[src/rtl/modptr_pkg.sv]
`timescale 1ns/1ps
package modptr_pkg;

    typedef enum logic [1:0] {
        STEP_INC  = 2'd0,
        STEP_DEC  = 2'd1,
        STEP_ADD  = 2'd2,
        STEP_HOLD = 2'd3
    } step_mode_e;

    typedef enum logic [1:0] {
        SZ_BYTE = 2'd0,
        SZ_WORD = 2'd1,
        SZ_LONG = 2'd2,
        SZ_RSVD = 2'd3
    } acc_size_e;

endpackage

[src/rtl/modptr_step_gen.sv]
`timescale 1ns/1ps
module modptr_step_gen #(
    parameter int AW = 24
) (
    input  logic [1:0]        step_mode,
    input  logic [1:0]        acc_size,
    input  logic [AW-1:0]     step_ofs,
    output logic signed [AW:0] step
);
    import modptr_pkg::*;

    logic signed [AW:0] unit;

    always_comb begin
        unit = (acc_size_e'(acc_size) == SZ_LONG) ? (AW+1)'(2) : (AW+1)'(1);
        case (step_mode_e'(step_mode))
            STEP_INC: step = unit;
            STEP_DEC: step = -unit;
            STEP_ADD: step = $signed({step_ofs[AW-1], step_ofs});
            default:  step = '0;
        endcase
    end
endmodule

[src/rtl/modptr_bounds.sv]
`timescale 1ns/1ps
module modptr_bounds #(
    parameter int AW = 24,
    parameter int MW = 16
) (
    input  logic [AW-1:0] cur_ptr,
    input  logic [MW-1:0] modifier,
    output logic [AW-1:0] base,
    output logic [AW:0]   upper,
    output logic [MW:0]   buf_len
);
    logic [AW-1:0] low_mask;

    // every bit at or below the highest set modifier bit belongs to the block
    for (genvar i = 0; i < AW; i++) begin : g_mask
        if (i < MW) begin : g_live
            assign low_mask[i] = |modifier[MW-1:i];
        end else begin : g_dead
            assign low_mask[i] = 1'b0;
        end
    end

    always_comb begin
        base    = cur_ptr & ~low_mask;
        upper   = {1'b0, base} + (AW+1)'(modifier);
        buf_len = {1'b0, modifier} + (MW+1)'(1);
    end
endmodule

[src/rtl/modptr_fold.sv]
`timescale 1ns/1ps
module modptr_fold #(
    parameter int AW = 24,
    parameter int MW = 16
) (
    input  logic [AW-1:0]      cur_ptr,
    input  logic signed [AW:0] step,
    input  logic [AW-1:0]      base,
    input  logic [AW:0]        upper,
    input  logic [MW:0]        buf_len,
    input  logic               mod_en,
    output logic [AW-1:0]      result
);
    localparam int SW = AW + 2;

    logic signed [SW-1:0] raw_sum;
    logic signed [SW-1:0] base_s;
    logic signed [SW-1:0] upper_s;
    logic signed [SW-1:0] len_s;
    logic signed [SW-1:0] folded;

    always_comb begin
        raw_sum = $signed({2'b00, cur_ptr}) + $signed({step[AW], step});
        base_s  = $signed({2'b00, base});
        upper_s = $signed({1'b0, upper});
        len_s   = $signed({{(SW-MW-1){1'b0}}, buf_len});
        folded  = raw_sum;
        if (mod_en) begin
            if (raw_sum > upper_s) begin
                folded = raw_sum - len_s;
            end else if (raw_sum < base_s) begin
                folded = raw_sum + len_s;
            end
        end
        result = folded[AW-1:0];
    end
endmodule

[src/rtl/modptr_update.sv]
`timescale 1ns/1ps
module modptr_update #(
    parameter int AW       = 24,
    parameter int MW       = 16,
    parameter int IDXW     = 3,
    parameter int MOD_PTRS = 2
) (
    input  logic            clk,
    input  logic            rst_n,
    input  logic            in_valid,
    input  logic [IDXW-1:0] ptr_idx,
    input  logic [AW-1:0]   cur_ptr,
    input  logic [1:0]      step_mode,
    input  logic [1:0]      acc_size,
    input  logic [AW-1:0]   step_ofs,
    input  logic [MW-1:0]   modifier,
    output logic            out_valid,
    output logic [AW-1:0]   next_ptr
);
    typedef struct packed {
        logic          vld;
        logic [AW-1:0] ptr;
    } upd_state_t;

    upd_state_t st_d, st_q;

    logic signed [AW:0] step;
    logic [AW-1:0]      base;
    logic [AW:0]        upper;
    logic [MW:0]        buf_len;
    logic               mod_en;
    logic [AW-1:0]      nxt;

    assign mod_en = (ptr_idx < IDXW'(MOD_PTRS)) && (modifier != {MW{1'b1}});

    modptr_step_gen #(.AW(AW)) step_i (
        .step_mode (step_mode),
        .acc_size  (acc_size),
        .step_ofs  (step_ofs),
        .step      (step)
    );

    modptr_bounds #(.AW(AW), .MW(MW)) bounds_i (
        .cur_ptr  (cur_ptr),
        .modifier (modifier),
        .base     (base),
        .upper    (upper),
        .buf_len  (buf_len)
    );

    modptr_fold #(.AW(AW), .MW(MW)) fold_i (
        .cur_ptr (cur_ptr),
        .step    (step),
        .base    (base),
        .upper   (upper),
        .buf_len (buf_len),
        .mod_en  (mod_en),
        .result  (nxt)
    );

    always_comb begin
        st_d     = st_q;
        st_d.vld = in_valid;
        if (in_valid) begin
            st_d.ptr = nxt;
        end
    end

    always_ff @(posedge clk or negedge rst_n) begin
        if (!rst_n) begin
            st_q <= '0;
        end else begin
            st_q <= st_d;
        end
    end

    assign out_valid = st_q.vld;
    assign next_ptr  = st_q.ptr;

    // checker-side terms for the range property
    logic [AW:0] chk_step_mag;
    logic        chk_in_buf;
    logic        chk_step_ok;
    always_comb begin
        chk_step_mag = step[AW] ? (AW+1)'(-step) : (AW+1)'(step);
        chk_in_buf   = ({1'b0, cur_ptr} <= upper);
        chk_step_ok  = (chk_step_mag <= (AW+1)'(buf_len));
    end

    assert_result_strobe_R2: assert property (@(posedge clk) disable iff (!rst_n)
        in_valid |=> out_valid);

    assert_idle_strobe_R2: assert property (@(posedge clk) disable iff (!rst_n)
        !in_valid |=> !out_valid);

    assert_hold_when_idle_R3: assert property (@(posedge clk) disable iff (!rst_n)
        !in_valid |=> $stable(next_ptr));

    assert_linear_path_R4: assert property (@(posedge clk) disable iff (!rst_n)
        (in_valid && (ptr_idx >= IDXW'(MOD_PTRS)))
        |=> next_ptr == AW'($past(cur_ptr) + $past(step[AW-1:0])));

    assert_stays_in_buffer_R7: assert property (@(posedge clk) disable iff (!rst_n)
        (in_valid && mod_en && chk_in_buf && chk_step_ok)
        |=> ((next_ptr >= $past(base)) && ({1'b0, next_ptr} <= $past(upper))));

endmodule

[config.mk]
export PLATFORM = sky130hd
export DESIGN_NAME = modptr_update
export DESIGN_NICKNAME = d
export VERILOG_FILES = /design/src/rtl/modptr_pkg.sv /design/src/rtl/modptr_step_gen.sv /design/src/rtl/modptr_bounds.sv /design/src/rtl/modptr_fold.sv /design/src/rtl/modptr_update.sv
export SDC_FILE = /design/constraint.sdc
export NUM_CORES = 1
export LEC_CHECK = 0
export BUFFER_PORTS_ARGS = -buffer_cell sky130_fd_sc_hd__buf_2
export CORE_UTILIZATION = 42
export DETAILED_ROUTE_END_ITERATION = 8
export PLACE_DENSITY = 0.67
export SETUP_SLACK_MARGIN = 0.02
export SLEW_MARGIN = 20
export SYNTH_ARGS = -nofsm -noshare
export SYNTH_HDL_FRONTEND = slang
export SYNTH_SLANG_ARGS = --single-unit
export TNS_END_PERCENT = 50
[constraint.sdc]
create_clock -name clk -period 2.7 [get_ports clk]
set_input_delay 0.54 -clock clk [delete_from_list [all_inputs] [get_ports clk]]
set_output_delay 0.54 -clock clk [all_outputs]
set_load 0.005 [all_outputs]
==> impl_metrics.tcl, run 1 <==
set metrics [dict create \
    leakagePower_nw 5.95 \
    drv_slew 0 \
    yosys.area_share.simple_pct 24.6 \
    synth_top_family_by_area "compound AO/OA/AOI/OAI gates" \
    die_area_sq_um 17500 \
    drv_cap 0 \
    die_h_microns 132 \
    whs_ps 259 \
    synth_enable_flop_cells 0 \
    grt_pass1_wl_microns 42400 \
    max_freq_ghz 0.162 \
    dr.pass1.iters 5 \
    setup_tns_ps -79620 \
    route.detailed.drc 0 \
    grt_use_total_pct 29.6 \
    ant_nets 0 \
    layout-drive-gt1-share_pct 42.8 \
    setup_viol 24 \
    gp_congestion 0.927 \
    clockRootBuffer "clkbuf_16" \
    yosys.area_share.adder_pct 22.9 \
    worst_hold_path_type "input port to asynchronous set/reset pin" \
    synthMuxAreaShare_pct 1.00 \
    cts_sinks 25 \
    yosys_warnings 0 \
    core.rowCount 47 \
    cts_buffer_depth 2 \
    yosysUniqueCellTypes 83 \
    synth_xor_area_share_pct 9.57 \
    cts_max_level 1 \
    first_global_vias 8914 \
    cp_data_arrival_time_ps 6310 \
    setup_slack_ps -3470 \
    cts_hold_buf 0 \
    synth-async-reset-ratio_pct 100 \
    finalHoldViolCount 0 \
    crit_fanout 4 \
    synth_area_per_cell_sq_um 7.33 \
    max_slew_margin_pct 34.0 \
    fin_nets 1659 \
    clock_skew_ps 0 \
    ios 99 \
    vias 9210 \
    viasPerCell 5.50 \
    drtIter0Drc 591 \
    finalCriticalPeriod_ps 6170 \
    die_x_microns 132 \
    peakVddDrop_uv 418 \
    core_area_sq_um 16600 \
    diodes 0 \
    grt_max_degree 26 \
    io_buffers 97 \
    place_area_sq_um 10700 \
    worstSkewPairLatency_ps 260 \
    ys_seq_elements 25 \
    status "finished with violations" \
    synth_compound_area_share_pct 27.6 \
    postSynthCellCount 972 \
    cp-end-kind "flop" \
    cp_slowest_stage_delay_ps 560 \
    synth_fp_nets 1174 \
    critical_path_class "input port to flop" \
    antenna_found_initial 0 \
    dp_hpwl_microns 21400 \
    design_area_sq_um 11500 \
    cp.required_ps 2840 \
    synth-seq-area-share_pct 8.78 \
    wire_per_inst_microns 15.8 \
    synthToLayoutAreaGrowth_pct 61.6 \
    violations "setup timing" \
    overflow 0 \
    synthFlopType "dfrtp_1" \
    drt_wl_total_microns 26600 \
    rsz0062_at_grt "true" \
    cp-start-kind "input port" \
    synth_area_sq_um 7120 \
    min_period_over_period_pct 229 \
    nFillCells 1332 \
    worst_pin_slew_ps 983 \
    clk_pin_slew_ps 60 \
    start_util_pct 43.0 \
    p_per_area_nw_per_um2 460 \
    cp_slowest_cell "or4_4" \
    numCtsBuffers 3 \
    cts_tree "built" \
]
## critical path: cells and delay by family
kind	cells	cell delay [ps]
AOI/OAI and AO/OA	12	2210
and+or+nand+nor	9	2130
buffers and inverters	5	630
adders and majority gates	2	530
xor gates and xnor gates	2	270
## final cells by class
cell class              instances  area, sq um  area share (%)
well taps                     220          275            2.39
multi-input cells             845         6620            57.5
inverters                      75          282            2.45
flip-flops and latches         25          626            5.43
clock buffers                   4         78.8           0.685
repair buffers                507         3630            31.5
## layer usage
layer,wire [microns],track usage [%],part of all wire [%]
met4,594,9.71,2.2
met5,0,0,0
met2,12700,52.2,48
met3,930,1.04,3.5
met1,12300,38.7,46
## power by group
group / leakage (nW) / internal [mW] / switching, mW
combinational: 5.62 / 2.22 / 2.21
clock: 0.0382 / 0.202 / 0.126
sequential: 0.288 / 0.478 / 0.0573
## state kept, by name (all words and copies together) (netlist names)
name and cells:
next_ptr 24, out_valid 1
## through the flow
step | power (mW) | utilization (%) | cells | setup WS [ps]
finish | 5.30 | 69.4 | 1676 | -3470
global route | 5.74 | 69.4 | 1676 | -3680
CTS | 5.06 | 67.7 | 1669 | -3220
detailed placement | 4.55 | 64.3 | 1629 | -3730
global placement | 4.46 | 64.3 | 1629 | -3570
floorplan | 2.70 | - | 972 | -3090
## Yosys cell counts (all sizes together), types with 23 or more instances
cell | number | share of area (%)
nor2 | 82 | 4.3
o21ai | 50 | 3.5
clkbuf | 23 | 1.2
a21o | 39 | 4.1
xor2 | 25 | 3.1
dfrtp | 25 | 8.8
nand2 | 79 | 4.2
nand3 | 37 | 2.6
ha | 124 | 22
nor3 | 28 | 2.1
inv | 73 | 3.8
a21oi | 81 | 5.7
xnor2 | 52 | 6.5
## placed cells by master (no fill, tap or decap), types with 7 or more instances in the layout
| master | n |
|---|---|
| a211oi_1 | 7 |
| a211oi_2 | 7 |
| a21o_1 | 39 |
| a21oi_1 | 66 |
| a21oi_2 | 14 |
| a221oi_2 | 7 |
| a31oi_1 | 10 |
| and3_1 | 12 |
| and4_1 | 7 |
| buf_2 | 94 |
| buf_4 | 399 |
| buf_6 | 13 |
| dfrtp_1 | 25 |
| ha_1 | 123 |
| inv_1 | 71 |
| nand2_1 | 75 |
| nand2b_1 | 12 |
| nand3_1 | 32 |
| nand4_1 | 16 |
| nor2_1 | 74 |
| nor2b_1 | 10 |
| nor3_1 | 22 |
| nor4_1 | 7 |
| o211ai_1 | 8 |
| o21a_1 | 14 |
| o21ai_0 | 38 |
| o21ai_2 | 8 |
| or3_1 | 10 |
| xnor2_1 | 50 |
| xor2_1 | 25 |
## repair_timing
item,4_1_cts,5_1_grt
gates resized for setup,52,55
pin swaps,29,31
buffers inserted,36,8
endpoints found under the hold margin,0,0
setup endpoints to repair,24,24
## final timing paths
check	start	to	slack [ps]	cells after the start
setup / recovery	modifier[14]	next_ptr[23]	-3470	30
hold reg to reg	next_ptr[12]	next_ptr[12]	510	2
min in group clk	next_ptr[12]	next_ptr[12]	510	2
setup reg to reg	next_ptr[13]	next_ptr[13]	1620	5
hold / removal	rst_n	next_ptr[2]	260	1
max in group asynchronous	rst_n	next_ptr[18]	2080	1
## cells by family (layout without fill, tap and decap cells)
logic type / count (synthesis) / after routing
AND/OR/NAND/NOR: 342 / 342
AO/OA/AOI/OAI: 291 / 291
adder cells (fa/ha/maj): 128 / 128
buffers and inverters: 102 / 586
XOR/XNOR: 77 / 77
flip-flops: 25 / 25
multiplexers: 7 / 7
(Power assumes the default switching activity.)
==> run 2, diff against run 1 <==
- CAP_MARGIN: not set -> 20
- CELL_PAD_IN_SITES_DETAIL_PLACEMENT: not set -> 1
- CELL_PAD_IN_SITES_GLOBAL_PLACEMENT: not set -> 1
- PLACE_DENSITY: 0.67 -> 0.86
- SETUP_SLACK_MARGIN: 0.02 -> 0.4
==> impl_metrics.tcl, run 2 <==
set metrics [dict create \
    gp_congestion 0.957 \
    yosysMostFrequentCell "ha_1" \
    ys_seq_elements 25 \
    synth_largest_area_cell "ha_1" \
    grt_max_degree 33 \
    dp_hpwl_microns 33700 \
    cts_buffer_depth 2 \
    synth_enable_flop_cells 0 \
    tool.error "[ERROR GRT-0116] Global routing finished with congestion. Check the congestion regions in the DRC Viewer." \
    clockRootBuffer "clkbuf_16" \
    cts_sinks 25 \
    cts_max_level 1 \
    grt_pass1_wl_microns 91700 \
    synth_top_family_by_area "compound AO/OA/AOI/OAI gates" \
    status "aborted with a tool error" \
    synth_fp_nets 1174 \
    die_x_microns 132 \
    grt_use_total_pct 69.4 \
    yosys_warnings 0 \
    synth-async-reset-ratio_pct 100 \
    core.rowCount 47 \
    synth_xor_area_share_pct 9.57 \
    synth_area_per_cell_sq_um 7.33 \
    overflow 70 \
    yosys.area_share.adder_pct 22.9 \
    numCtsBuffers 3 \
    postSynthCellCount 972 \
    start_util_pct 43.0 \
    synth_compound_area_share_pct 27.6 \
    synthFlopType "dfrtp_1" \
    failing_step "global routing (5_1_grt)" \
    yosys.area_share.simple_pct 24.6 \
    synth_area_sq_um 7120 \
    yosys-top-cells-area "ha_1, dfrtp_1, xnor2_1" \
    io_buffers 97 \
    yosys.area.top_type_share_pct 21.8 \
    yosysUniqueCellTypes 83 \
    synthMuxAreaShare_pct 1.00 \
    synth-seq-area-share_pct 8.78 \
    die_h_microns 132 \
    synth_commonest_cells "ha_1, nor2_1, a21oi_1" \
    first_global_vias 14519 \
    ios 99 \
]
run 2: cell counts after synthesis:
No cell type changed its count.
run 2: metrics by stage:
| step | util, % | std cells | area [sq um] | worst slack [ps] | TNS (ps) |
|---|---|---|---|---|---|
| after floorplan | - | 972 | 7270 | -3090 | -67030 |
| after global placement | 64.3 | 1629 | 10700 | -3660 | -82500 |
| after detailed placement | 64.3 | 1629 | 10700 | -4160 | -94220 |
| after CTS | 68.1 | 1668 | 11300 | -3540 | -81050 |
run 2: timing repair:
item,in CTS
setup buffers,35
gates resized for setup,59
hold buffers,0
endpoints found under the setup margin,24
pin swaps,43
run 2: per-layer routing:
layer | overflow | GRT usage, %
met5 | 0 | 9.17
met1 | 0 | 67.2
met4 | 34 | 79.1
met2 | 36 | 94.5
met3 | 0 | 42.7
run 2: cell families after synthesis:
family	after synthesis
xor+xnor	77
buf+inv	102
mux	7
compound gates	291
fa+ha+maj	128
simple gates	342
flops	25
==> run 3, diff against run 2 <==
- CELL_PAD_IN_SITES_DETAIL_PLACEMENT: 1 -> not set
- CELL_PAD_IN_SITES_GLOBAL_PLACEMENT: 1 -> not set
- CORE_UTILIZATION: 42 -> 27
- PLACE_DENSITY: 0.86 -> not set
- PLACE_DENSITY_LB_ADDON: not set -> 0.15
- SETUP_SLACK_MARGIN: 0.4 -> not set
==> impl_metrics.tcl, run 3 (synthesis results as in run 1) <==
set metrics [dict create \
    layout-drive-gt1-share_pct 40.9 \
    setup_slack_ps -3400 \
    clk_pin_slew_ps 70 \
    intPower_mw 2.88 \
    die_x_microns 164 \
    drv_slew 0 \
    nFillCells 2745 \
    p_sw_share_pct 44.4 \
    cts_max_level 1 \
    worst_hold_path_type "input port to asynchronous set/reset pin" \
    start_util_pct 27.4 \
    gp_congestion 0.874 \
    viasPerCell 4.79 \
    dp_hpwl_microns 23400 \
    leakagePower_nw 5.88 \
    overflow 0 \
    antenna_found_initial 0 \
    violations "setup timing" \
    worst_pin_slew_ps 549 \
    grt_use_total_pct 19.6 \
    cp_slowest_stage_delay_ps 560 \
    whs_ps 261 \
    grt_max_degree 33 \
    min_period_over_period_pct 226 \
    setup_tns_ps -77370 \
    ant_nets 0 \
    synthToLayoutAreaGrowth_pct 60.9 \
    largest_reg_flops 24 \
    drv_cap 0 \
    final_common_cell "buf_4" \
    core.rowCount 59 \
    drt_wl_total_microns 26300 \
    cp_data_arrival_time_ps 6240 \
    critical_path_class "input port to flop" \
    power.share.combinational_pct 83.3 \
    p_clk_share_pct 6.4 \
    io_buffers 97 \
    core_area_sq_um 26000 \
    cp-start-kind "input port" \
    dr.pass1.iters 4 \
    cp.required_ps 2840 \
    vias 8588 \
    cp-end-kind "flop" \
    drtIter0Drc 402 \
    cts_buffer_depth 2 \
    layout_common_cells "buf_4, ha_1, buf_2, nand2_1, nor2_1" \
    die_h_microns 164 \
    cts_sinks 25 \
    post-place-ws_ps -3950 \
    switchingPower_mw 2.30 \
    cts_tree "built" \
    clock_skew_ps 0 \
    cts_hold_buf 0 \
    numCtsBuffers 3 \
    max_freq_ghz 0.164 \
    clockRootBuffer "clkbuf_16" \
    critical_path.most_common_cell "buf_4" \
    worstSkewPairLatency_ps 260 \
    rsz0062_at_grt "true" \
    finalCriticalPeriod_ps 6100 \
    grt_pass1_wl_microns 42200 \
    die_area_sq_um 27000 \
    crit_fanout 4 \
    p_per_area_nw_per_um2 451 \
    route.detailed.drc 0 \
    first_global_vias 8427 \
    finalHoldViolCount 0 \
    ios 99 \
    status "finished with violations" \
    fin_nets 1661 \
    setup_viol 24 \
    cp_slowest_cell "or4_4" \
    seqPwrFrac_pct 10.3 \
    max_slew_margin_pct 63.0 \
    peakVddDrop_uv 486 \
    wire_per_inst_microns 14.7 \
]
[run 3: layout make-up]
type                    instances  area (sq um)  share of cell area, %
flip-flops and latches         25           626                   5.46
clock inverters                 1          5.00                 0.0437
multi-input cells             845          6440                   56.2
well taps                     335           419                   3.66
diodes                          1          2.50                 0.0218
inverters                      75           282                   2.46
clock buffers                   3          75.1                  0.655
repair buffers                509          3610                   31.5
[run 3: per-layer routing]
layer / vias to the layer above / global-route usage (%) / wire, microns
li1: 4571 / - / -
met1: 3858 / 28.3 / 13600
met2: 136 / 32.1 / 11500
met3: 23 / 0.804 / 721
met4: 0 / 4.42 / 487
met5: - / 0 / 0
[run 3: what timing repair did]
action	CTS	global route
setup buffers	18	4
endpoints found under the setup margin	24	24
gates resized for setup	30	25
pin swaps	14	9
cloned	0	0
[run 3: critical path: cells and delay by family]
kind	cells	cell delay, ps
simple gates	11	2660
fa+ha+maj	3	760
buf+inv	11	1200
compound gates	5	890
xor+xnor	1	160
[run 3: power groups by stage]
stage | logic [mW] | registers (mW) | clock network, mW
after detailed placement | 4.13 | 0.540 | 0
after floorplan | 2.16 | 0.546 | 0
after global placement | 4.12 | 0.537 | 0
after CTS | 4.25 | 0.534 | 0.340
final | 4.31 | 0.532 | 0.333
after global routing | 4.78 | 0.546 | 0.360
[run 3: worst paths after layout]
check                              from           end  slack (ps)  cells past startpoint
min reg2reg                 next_ptr[5]   next_ptr[5]         490                      1
max reg2reg                next_ptr[13]  next_ptr[13]        1710                      5
max in group asynchronous         rst_n  next_ptr[11]        2070                      1
max                         modifier[6]  next_ptr[23]       -3400                     31
min in group clk            next_ptr[5]   next_ptr[5]         490                      1
min                               rst_n   next_ptr[2]         260                      1
[run 3: per-stage QoR]
stage	total power [mW]	std cells	cell area (sq um)	util (%)
floorplan	2.70	972	7270	-
global placement	4.66	1767	11000	42.2
detailed placement	4.67	1767	11000	42.2
CTS	5.12	1789	11300	43.5
global route	5.69	1793	11500	44.1
finish	5.18	1794	11500	44.1
